`config.mk`:
```
export PLATFORM = sky130hd
export DESIGN_NAME = fbpal_dma_seq
export DESIGN_NICKNAME = d
export VERILOG_FILES = /design/src/rtl/fbpal_pkg.sv /design/src/rtl/fbpal_dpath.sv /design/src/rtl/fbpal_ctrl.sv /design/src/rtl/fbpal_dma_seq.sv
export SDC_FILE = /design/constraint.sdc
export NUM_CORES = 1
export LEC_CHECK = 0
export BUFFER_PORTS_ARGS = -buffer_cell sky130_fd_sc_hd__buf_2
export CORE_MARGIN = 8
export CORE_UTILIZATION = 60
export DETAILED_ROUTE_END_ITERATION = 12
export GPL_ROUTABILITY_DRIVEN = 0
export PLACE_DENSITY = 0.79
export SYNTH_ARGS = -nofsm -noshare
export SYNTH_HDL_FRONTEND = slang
export SYNTH_SLANG_ARGS = --single-unit
```
`constraint.sdc`:
```
create_clock -name clk -period 16.8 [get_ports clk]
set_clock_uncertainty 0.1 [all_clocks]
set_input_delay 0.84 -clock clk [delete_from_list [all_inputs] [get_ports clk]]
set_output_delay 0.84 -clock clk [all_outputs]
set_load 0.005 [all_outputs]
```
`src/rtl/fbpal_pkg.sv`:
```
package fbpal_pkg;

  typedef enum logic [1:0] {
    SQ_IDLE,
    SQ_REQ,
    SQ_RECV,
    SQ_PHOLD
  } seqState_t;

  typedef struct packed {
    logic push;
    logic flush;
  } dpStrobe_t;

  localparam int ST_W        = 10;
  localparam int BIT_EOF1    = 9;
  localparam int BIT_EOF0    = 8;
  localparam int BIT_PALDONE = 6;
  localparam int BIT_UNDER   = 5;
  localparam int BIT_SYNC    = 2;

  localparam logic [ST_W-1:0] STAT_MASK =
    ST_W'((1 << BIT_EOF1) | (1 << BIT_EOF0) | (1 << BIT_PALDONE) |
          (1 << BIT_UNDER) | (1 << BIT_SYNC));

  localparam logic [1:0] LM_PAL_DATA  = 2'd0;
  localparam logic [1:0] LM_PAL_ONLY  = 2'd1;
  localparam logic [1:0] LM_DATA_ONLY = 2'd2;

  function automatic logic [4:0] burstWords(input logic [2:0] code);
    case (code)
      3'd0:    return 5'd1;
      3'd1:    return 5'd2;
      3'd2:    return 5'd4;
      3'd3:    return 5'd8;
      3'd4:    return 5'd16;
      default: return 5'd0;
    endcase
  endfunction

endpackage

```
`src/rtl/fbpal_dpath.sv`:
```
module fbpal_dpath
  import fbpal_pkg::*;
#(
  parameter int DW    = 32,
  parameter int DEPTH = 32,
  parameter int LVL_W = 6
) (
  input  logic             clk,
  input  logic             rstN,
  input  dpStrobe_t        strobe,
  input  logic [DW-1:0]    pushData,
  input  logic             pushPal,
  input  logic             outReady,
  input  logic             rasterEn,
  output logic [DW-1:0]    outData,
  output logic             outPal,
  output logic [LVL_W-1:0] level,
  output logic             underflowEvt
);

  localparam int PW = $clog2(DEPTH);

  logic [DW:0]      ram [DEPTH];
  logic [PW-1:0]    rdPtr, wrPtr;
  logic [LVL_W-1:0] levelQ;
  logic             empty, doPush, doPop;
  logic [DW:0]      head;

  always_comb begin
    empty        = (levelQ == '0);
    doPush       = strobe.push && !strobe.flush && (levelQ != LVL_W'(DEPTH));
    doPop        = outReady && !empty && !strobe.flush;
    head         = ram[rdPtr];
    outData      = empty ? '0 : head[DW-1:0];
    outPal       = !empty && head[DW];
    underflowEvt = outReady && empty && rasterEn;
    level        = levelQ;
  end

  always_ff @(posedge clk) begin
    if (doPush) ram[wrPtr] <= {pushPal, pushData};
  end

  always_ff @(posedge clk) begin
    if (!rstN || strobe.flush) begin
      rdPtr  <= '0;
      wrPtr  <= '0;
      levelQ <= '0;
    end else begin
      if (doPush) wrPtr <= wrPtr + PW'(1);
      if (doPop)  rdPtr <= rdPtr + PW'(1);
      levelQ <= levelQ + LVL_W'(doPush) - LVL_W'(doPop);
    end
  end

endmodule

```
`src/rtl/fbpal_ctrl.sv`:
```
module fbpal_ctrl
  import fbpal_pkg::*;
#(
  parameter int AW        = 32,
  parameter int DW        = 32,
  parameter int DEPTH     = 32,
  parameter int LVL_W     = 6,
  parameter int PAL_SMALL = 32,
  parameter int PAL_LARGE = 512
) (
  input  logic             clk,
  input  logic             rstN,
  input  logic             rasterEn,
  input  logic [1:0]       loadMode,
  input  logic [2:0]       burstCode,
  input  logic             dualBuf,
  input  logic             bpp8,
  input  logic             palDoneIe,
  input  logic             underflowIe,
  input  logic             eofIe,
  input  logic [AW-1:0]    palBase,
  input  logic [AW-1:0]    fb0Base,
  input  logic [AW-1:0]    fb0Ceil,
  input  logic [AW-1:0]    fb1Base,
  input  logic [AW-1:0]    fb1Ceil,
  input  logic             stsClrWr,
  input  logic [ST_W-1:0]  stsClrData,
  input  logic             syncLostIn,
  input  logic             memAck,
  input  logic             memValid,
  input  logic [LVL_W-1:0] fifoLevel,
  input  logic             underflowEvt,
  output logic             memReq,
  output logic [AW-1:0]    memAddr,
  output logic [4:0]       memLen,
  output dpStrobe_t        strobe,
  output logic             pushPal,
  output logic [ST_W-1:0]  status,
  output logic             irq
);

  localparam int BSH = $clog2(DW / 8);
  localparam int SW  = LVL_W + 1;

  seqState_t       state;
  logic [AW-1:0]   curAddr;
  logic            palPhase, curBuf, lastOfWin;
  logic [4:0]      burstLen, rcvCnt;
  logic [4:0]      bw, len;
  logic [AW-1:0]   palCeil, winCeil, remWords, nextBase;
  logic            room, modeOk, codeOk, lastWord, winEnd, nextBuf;
  logic            eof0Set, eof1Set, palSet;
  logic [ST_W-1:0] setVec, clrVec, statusQ;

  always_comb begin
    bw       = burstWords(burstCode);
    palCeil  = palBase + (bpp8 ? AW'(PAL_LARGE) : AW'(PAL_SMALL)) - AW'(1);
    winCeil  = palPhase ? palCeil : (curBuf ? fb1Ceil : fb0Ceil);
    remWords = ((winCeil - curAddr) >> BSH) + AW'(1);
    len      = (remWords < AW'(bw)) ? remWords[4:0] : bw;
    room     = ({1'b0, fifoLevel} + SW'(len)) <= SW'(DEPTH);
    modeOk   = (loadMode != 2'd3);
    codeOk   = (bw != 5'd0);
    memReq   = (state == SQ_REQ) && rasterEn && modeOk && codeOk && room;
    memAddr  = curAddr;
    memLen   = len;
    lastWord = (state == SQ_RECV) && memValid && (rcvCnt == burstLen - 5'd1);
    winEnd   = lastWord && lastOfWin;
    nextBuf  = dualBuf && !curBuf;
    nextBase = nextBuf ? fb1Base : fb0Base;
    palSet   = winEnd && palPhase;
    eof0Set  = winEnd && !palPhase && !curBuf;
    eof1Set  = winEnd && !palPhase && curBuf;
    strobe.push  = (state == SQ_RECV) && memValid;
    strobe.flush = (state == SQ_IDLE) && !rasterEn;
    pushPal  = palPhase;
  end

  always_ff @(posedge clk) begin
    if (!rstN) begin
      state     <= SQ_IDLE;
      curAddr   <= '0;
      palPhase  <= 1'b0;
      curBuf    <= 1'b0;
      lastOfWin <= 1'b0;
      burstLen  <= '0;
      rcvCnt    <= '0;
    end else begin
      case (state)
        SQ_IDLE: begin
          if (rasterEn && modeOk && codeOk) begin
            state  <= SQ_REQ;
            curBuf <= 1'b0;
            if (loadMode == LM_DATA_ONLY) begin
              palPhase <= 1'b0;
              curAddr  <= fb0Base;
            end else begin
              palPhase <= 1'b1;
              curAddr  <= palBase;
            end
          end
        end
        SQ_REQ: begin
          if (!rasterEn) begin
            state <= SQ_IDLE;
          end else if (memReq && memAck) begin
            state     <= SQ_RECV;
            burstLen  <= len;
            rcvCnt    <= '0;
            lastOfWin <= (remWords <= AW'(bw));
            curAddr   <= curAddr + (AW'(len) << BSH);
          end
        end
        SQ_RECV: begin
          if (memValid) rcvCnt <= rcvCnt + 5'd1;
          if (lastWord) begin
            if (lastOfWin && palPhase && loadMode == LM_PAL_ONLY) begin
              state <= SQ_PHOLD;
            end else begin
              state <= rasterEn ? SQ_REQ : SQ_IDLE;
              if (lastOfWin) begin
                if (palPhase) begin
                  palPhase <= 1'b0;
                  curBuf   <= 1'b0;
                  curAddr  <= fb0Base;
                end else begin
                  curBuf  <= nextBuf;
                  curAddr <= nextBase;
                end
              end
            end
          end
        end
        SQ_PHOLD: begin
          if (!rasterEn) begin
            state <= SQ_IDLE;
          end else if (stsClrWr && stsClrData[BIT_PALDONE]) begin
            state   <= SQ_REQ;
            curAddr <= palBase;
          end
        end
        default: state <= SQ_IDLE;
      endcase
    end
  end

  always_comb begin
    setVec              = '0;
    setVec[BIT_EOF1]    = eof1Set;
    setVec[BIT_EOF0]    = eof0Set;
    setVec[BIT_PALDONE] = palSet;
    setVec[BIT_UNDER]   = underflowEvt;
    setVec[BIT_SYNC]    = syncLostIn;
    clrVec              = stsClrWr ? (stsClrData & STAT_MASK) : '0;
  end

  always_ff @(posedge clk) begin
    if (!rstN) statusQ <= '0;
    else       statusQ <= (statusQ & ~clrVec) | setVec;
  end

  always_comb begin
    status = statusQ;
    irq = (statusQ[BIT_PALDONE] && palDoneIe) ||
          ((statusQ[BIT_UNDER] || statusQ[BIT_SYNC]) && underflowIe) ||
          ((statusQ[BIT_EOF0] || statusQ[BIT_EOF1]) && eofIe);
  end

endmodule

```
`src/rtl/fbpal_dma_seq.sv`:
```
module fbpal_dma_seq
  import fbpal_pkg::*;
#(
  parameter int AW         = 32,
  parameter int DW         = 32,
  parameter int FIFO_DEPTH = 32
) (
  input  logic            clk,
  input  logic            rstN,
  input  logic            rasterEn,
  input  logic [1:0]      loadMode,
  input  logic [2:0]      burstCode,
  input  logic            dualBuf,
  input  logic            bpp8,
  input  logic            palDoneIe,
  input  logic            underflowIe,
  input  logic            eofIe,
  input  logic [AW-1:0]   palBase,
  input  logic [AW-1:0]   fb0Base,
  input  logic [AW-1:0]   fb0Ceil,
  input  logic [AW-1:0]   fb1Base,
  input  logic [AW-1:0]   fb1Ceil,
  input  logic            stsClrWr,
  input  logic [9:0]      stsClrData,
  input  logic            syncLostIn,
  output logic            memReq,
  output logic [AW-1:0]   memAddr,
  output logic [4:0]      memLen,
  input  logic            memAck,
  input  logic            memValid,
  input  logic [DW-1:0]   memData,
  input  logic            outReady,
  output logic [DW-1:0]   outData,
  output logic            outPal,
  output logic [9:0]      status,
  output logic            irq
);

  localparam int LVL_W = $clog2(FIFO_DEPTH + 1);

  dpStrobe_t        strobe;
  logic             pushPal;
  logic [LVL_W-1:0] fifoLevel;
  logic             underflowEvt;

  fbpal_ctrl #(
    .AW(AW), .DW(DW), .DEPTH(FIFO_DEPTH), .LVL_W(LVL_W)
  ) uCtrl (
    .clk(clk), .rstN(rstN), .rasterEn(rasterEn), .loadMode(loadMode),
    .burstCode(burstCode), .dualBuf(dualBuf), .bpp8(bpp8),
    .palDoneIe(palDoneIe), .underflowIe(underflowIe), .eofIe(eofIe),
    .palBase(palBase), .fb0Base(fb0Base), .fb0Ceil(fb0Ceil),
    .fb1Base(fb1Base), .fb1Ceil(fb1Ceil), .stsClrWr(stsClrWr),
    .stsClrData(stsClrData), .syncLostIn(syncLostIn), .memAck(memAck),
    .memValid(memValid), .fifoLevel(fifoLevel), .underflowEvt(underflowEvt),
    .memReq(memReq), .memAddr(memAddr), .memLen(memLen), .strobe(strobe),
    .pushPal(pushPal), .status(status), .irq(irq)
  );

  fbpal_dpath #(
    .DW(DW), .DEPTH(FIFO_DEPTH), .LVL_W(LVL_W)
  ) uDpath (
    .clk(clk), .rstN(rstN), .strobe(strobe), .pushData(memData),
    .pushPal(pushPal), .outReady(outReady), .rasterEn(rasterEn),
    .outData(outData), .outPal(outPal), .level(fifoLevel),
    .underflowEvt(underflowEvt)
  );

endmodule

```
==> summary.md <==
| Metric | Value |
|---|---|
| Synth async-reset ratio | 0% |
| CP Launch Point | palBase[2] |
| Final ANT Viol Nets | 0 |
| Top FF cell, synth | edfxtp_1 |
| Status | finished, final reports clean |
| Leak | 18.4 nW |
| Endpoints failing hold | 0 |
| Unrepaired setup endpoints after global routing | no |
| Crit path depth | 45 |
| Area of the multi-input gates | 16100 µm² |
| Postcts setup bufs | 0 |
| Via count | 30700 |
| Slew Limit Fails | 0 |
| Routed WL | 141000 µm |
| Synth Register Bits | 1129 |
| Hold crit path type | primary input to register |
| Critical Path RT | 17.29 ns |
| Post-route DRC | 0 |
| CP max stage cell | or4_1 |
| Mapped Area | 50100 µm² |
| 1st-iter DRT viols | 4104 |
| Overflow after GRT | 0 |
| Most used cell, CP | nand3_1 |
| Final period util | 73.8% |
| Fin crit period | 12.40 ns |
| Final Util | 68.0% |
| Critical path buffers and inverters | 3 |
| Global-route wire length before repair | 206000 µm |
| Worst Path Class, Setup | primary input to register |
| Routed vias/inst | 6.90 |
| Drt pass-1 iters | 8 |
| Clk buf depth | 3 |
| Synth Area per Inst | 16.8 µm² |
| Io pins | 302 |
| Max Clk Rate | 0.0807 GHz |
| Synth unique cells | 87 |
| CTS root buf | clkbuf_16 |
| Num CTS Buffers | 109 |
| Tot Pwr | 0.00715 W |
| Max_slew headroom | 19.1% |
| Pwr dens | 126 nW/µm² |
| Hold Path Origin | syncLostIn |
| Worst setup endpoint | uCtrl.memAddr[28]$_SDFFE_PN0P_ |
| Worst vdd ir | 130 µV |
| Share of layout cells above drive strength 1 | 27.2% |
| Synth Instances | 2973 |
| Skew-Pair Late Insertion Delay | 0.67 ns |
| Chip Width | 305 µm |
| Row count | 106 |
| FILL cells | 5074 |
| Gr usage total | 29.8% |
| Wire per inst | 31.7 µm |
| Crit. End Element | register |
| CTS tree | yes |
| Register area share after synthesis | 66.3% |
| DP Wirelength | 76900 µm |
| Largest delay share family, worst path | simple AND/OR/NAND/NOR gates |
| Core area | 83200 µm² |
| Register area | 33200 µm² |
| Initial antenna violation count | 6 |
| R2R Setup Slk | 5.38 ns |
| Worst-path maximum fanout | 10 |
| Post-CTS sizing | 0 |
| CTS clock-pin slew for the worst setup and hold paths | 0.06 ns |
| Syn. warnings | 0 |
| Worst path max stage delay | 0.69 ns |
| Reg-to-reg endpoint | uCtrl.memAddr[28]$_SDFFE_PN0P_ |
| Number of setup violations in the final report | 0 |
| Maxcap violations | 0 |
| Cts hold-fix bufs | 0 |
| H-tree depth | 3 |
| Reg2Reg Depth | 34 |
| TritonCTS Sinks | 1129 |
| Setup TNS | 0 ns |
| Largest net degree at the start of global routing | 173 |
| Die area | 92900 µm² |
| Startpoint class of the critical path | primary input |
| Number of global-route vias before repair | 31400 |
| Area growth, synth to finish | 12.9% |
| Fin nets | 3588 |
| FF-to-FF Start | uCtrl.pushPal$_SDFFE_PN0P_ |
| Worst slew pin tran | 1.21 ns |
| CP arrival | 12.89 ns |
| Starting density of the core | 60.2% |
| Number of synthesized flops with an enable pin | 1056 |
| Die height | 305 µm |
| # port buffers | 291 |
==> worst min path at each step <==
stage	end	cells after the start	slack [ns]
floorplan	uCtrl.burstLen[1]$_SDFFE_PN0P_	2	0.36
global placement	uCtrl.status[2]$_SDFF_PN0_	2	0.38
detailed placement	uCtrl.burstLen[1]$_SDFFE_PN0P_	2	0.39
CTS	uCtrl.status[2]$_SDFF_PN0_	3	0.24
global route	uCtrl.status[2]$_SDFF_PN0_	3	0.30
finish	uCtrl.status[2]$_SDFF_PN0_	3	0.28
==> through the flow <==
step / instances / setup WS (ns) / area [µm²] / hold WS, ns
after global placement: 4239 / 4.46 / 52900 / 0.384
after floorplan: 2977 / 6.49 / 50100 / 0.362
after detailed placement: 4239 / 4.24 / 52900 / 0.389
after global routing: 4446 / 3.60 / 56500 / 0.296
final: 4447 / 4.40 / 56500 / 0.280
after CTS: 4443 / 4.86 / 56500 / 0.242
==> area by class of cell <==
class | instances | share of cell area [%]
clock buffers | 131 | 4.97
inverters | 117 | 0.777
diodes | 4 | 0.0177
multi-input cells | 1572 | 28.5
well taps | 1080 | 2.39
repair buffers | 341 | 3.26
flip-flops and latches | 1129 | 58.7
clock inverters | 73 | 1.43
==> sequential cells by signal (all words and copies together), names as in the netlist, named ones only <==
signal and cells:
uDpath.rdPtr 5, uCtrl.rcvCnt 5, uCtrl.lastOfWin 1, uCtrl.burstLen 5, uDpath.ram 1056, uDpath.wrPtr 5
uCtrl.memAddr 32, uCtrl.status 5, uCtrl.curBuf 1, uDpath.level 6, uCtrl.pushPal 1, uCtrl.state 2
==> cell usage after synthesis (all sizes together) (63+ instances only) <==
library cell | number | share of area (%)
mux2i | 71 | 1.4
o21ai | 97 | 0.97
dfxtp | 73 | 2.9
ha | 94 | 2.3
nand3 | 63 | 0.64
nand2 | 117 | 0.88
mux4 | 332 | 15
edfxtp | 1056 | 63
nor2 | 181 | 1.4
inv | 116 | 0.87
a21oi | 116 | 1.2
clkbuf | 116 | 0.87
==> per-layer routing <==
metal	up-vias	global-route usage, %	wire, µm
met1	15500	35.6	47800
met5	-	0	25
met4	4	12.7	6580
li1	12600	-	-
met3	396	6.34	14100
met2	2240	52.2	72200
==> cell usage in the layout, fill, tap and decap left out, types with 22 or more instances in the layout <==
cell type	count
nor2_1	148
xnor2_1	43
clkbuf_16	109
buf_2	291
ha_1	94
clkbuf_1	22
a21o_1	39
o21ai_0	92
nand3_1	62
a21oi_1	115
mux4_2	332
a222oi_1	26
xor2_1	32
nand2_1	117
buf_4	49
nor3_1	33
dfxtp_1	66
edfxtp_1	1056
inv_1	116
mux2i_1	71
nand4_1	23
nor2_4	32
==> worst reg2reg max path: cells and delay by family (launching register included) <==
kind	cells	cell delay, ns
simple gates	15	5.07
compound gates	12	2.80
buf+inv	3	1.07
fa+ha+maj	3	0.95
flops	1	0.92
mux	1	0.45
==> cells by family after synthesis <==
logic type | after synthesis | synth area share, %
compound gates | 440 | 5.89
mux | 410 | 16.5
fa+ha+maj | 98 | 2.51
buf+inv | 276 | 2.15
simple gates | 544 | 5.34
other cells | 1 | 0.00749
xor+xnor | 75 | 1.31
flops | 1129 | 66.3
==> where the power goes <==
| part | total [W] | switching (W) | internal [W] | leakage (nW) |
|---|---|---|---|---|
| combinational | 0.00150 | 0.000835 | 0.000668 | 6.56 |
| clock | 0.00249 | 0.00108 | 0.00142 | 1.75 |
| sequential | 0.00315 | 0.0000550 | 0.00310 | 10.1 |
(Power assumes the default switching activity.)
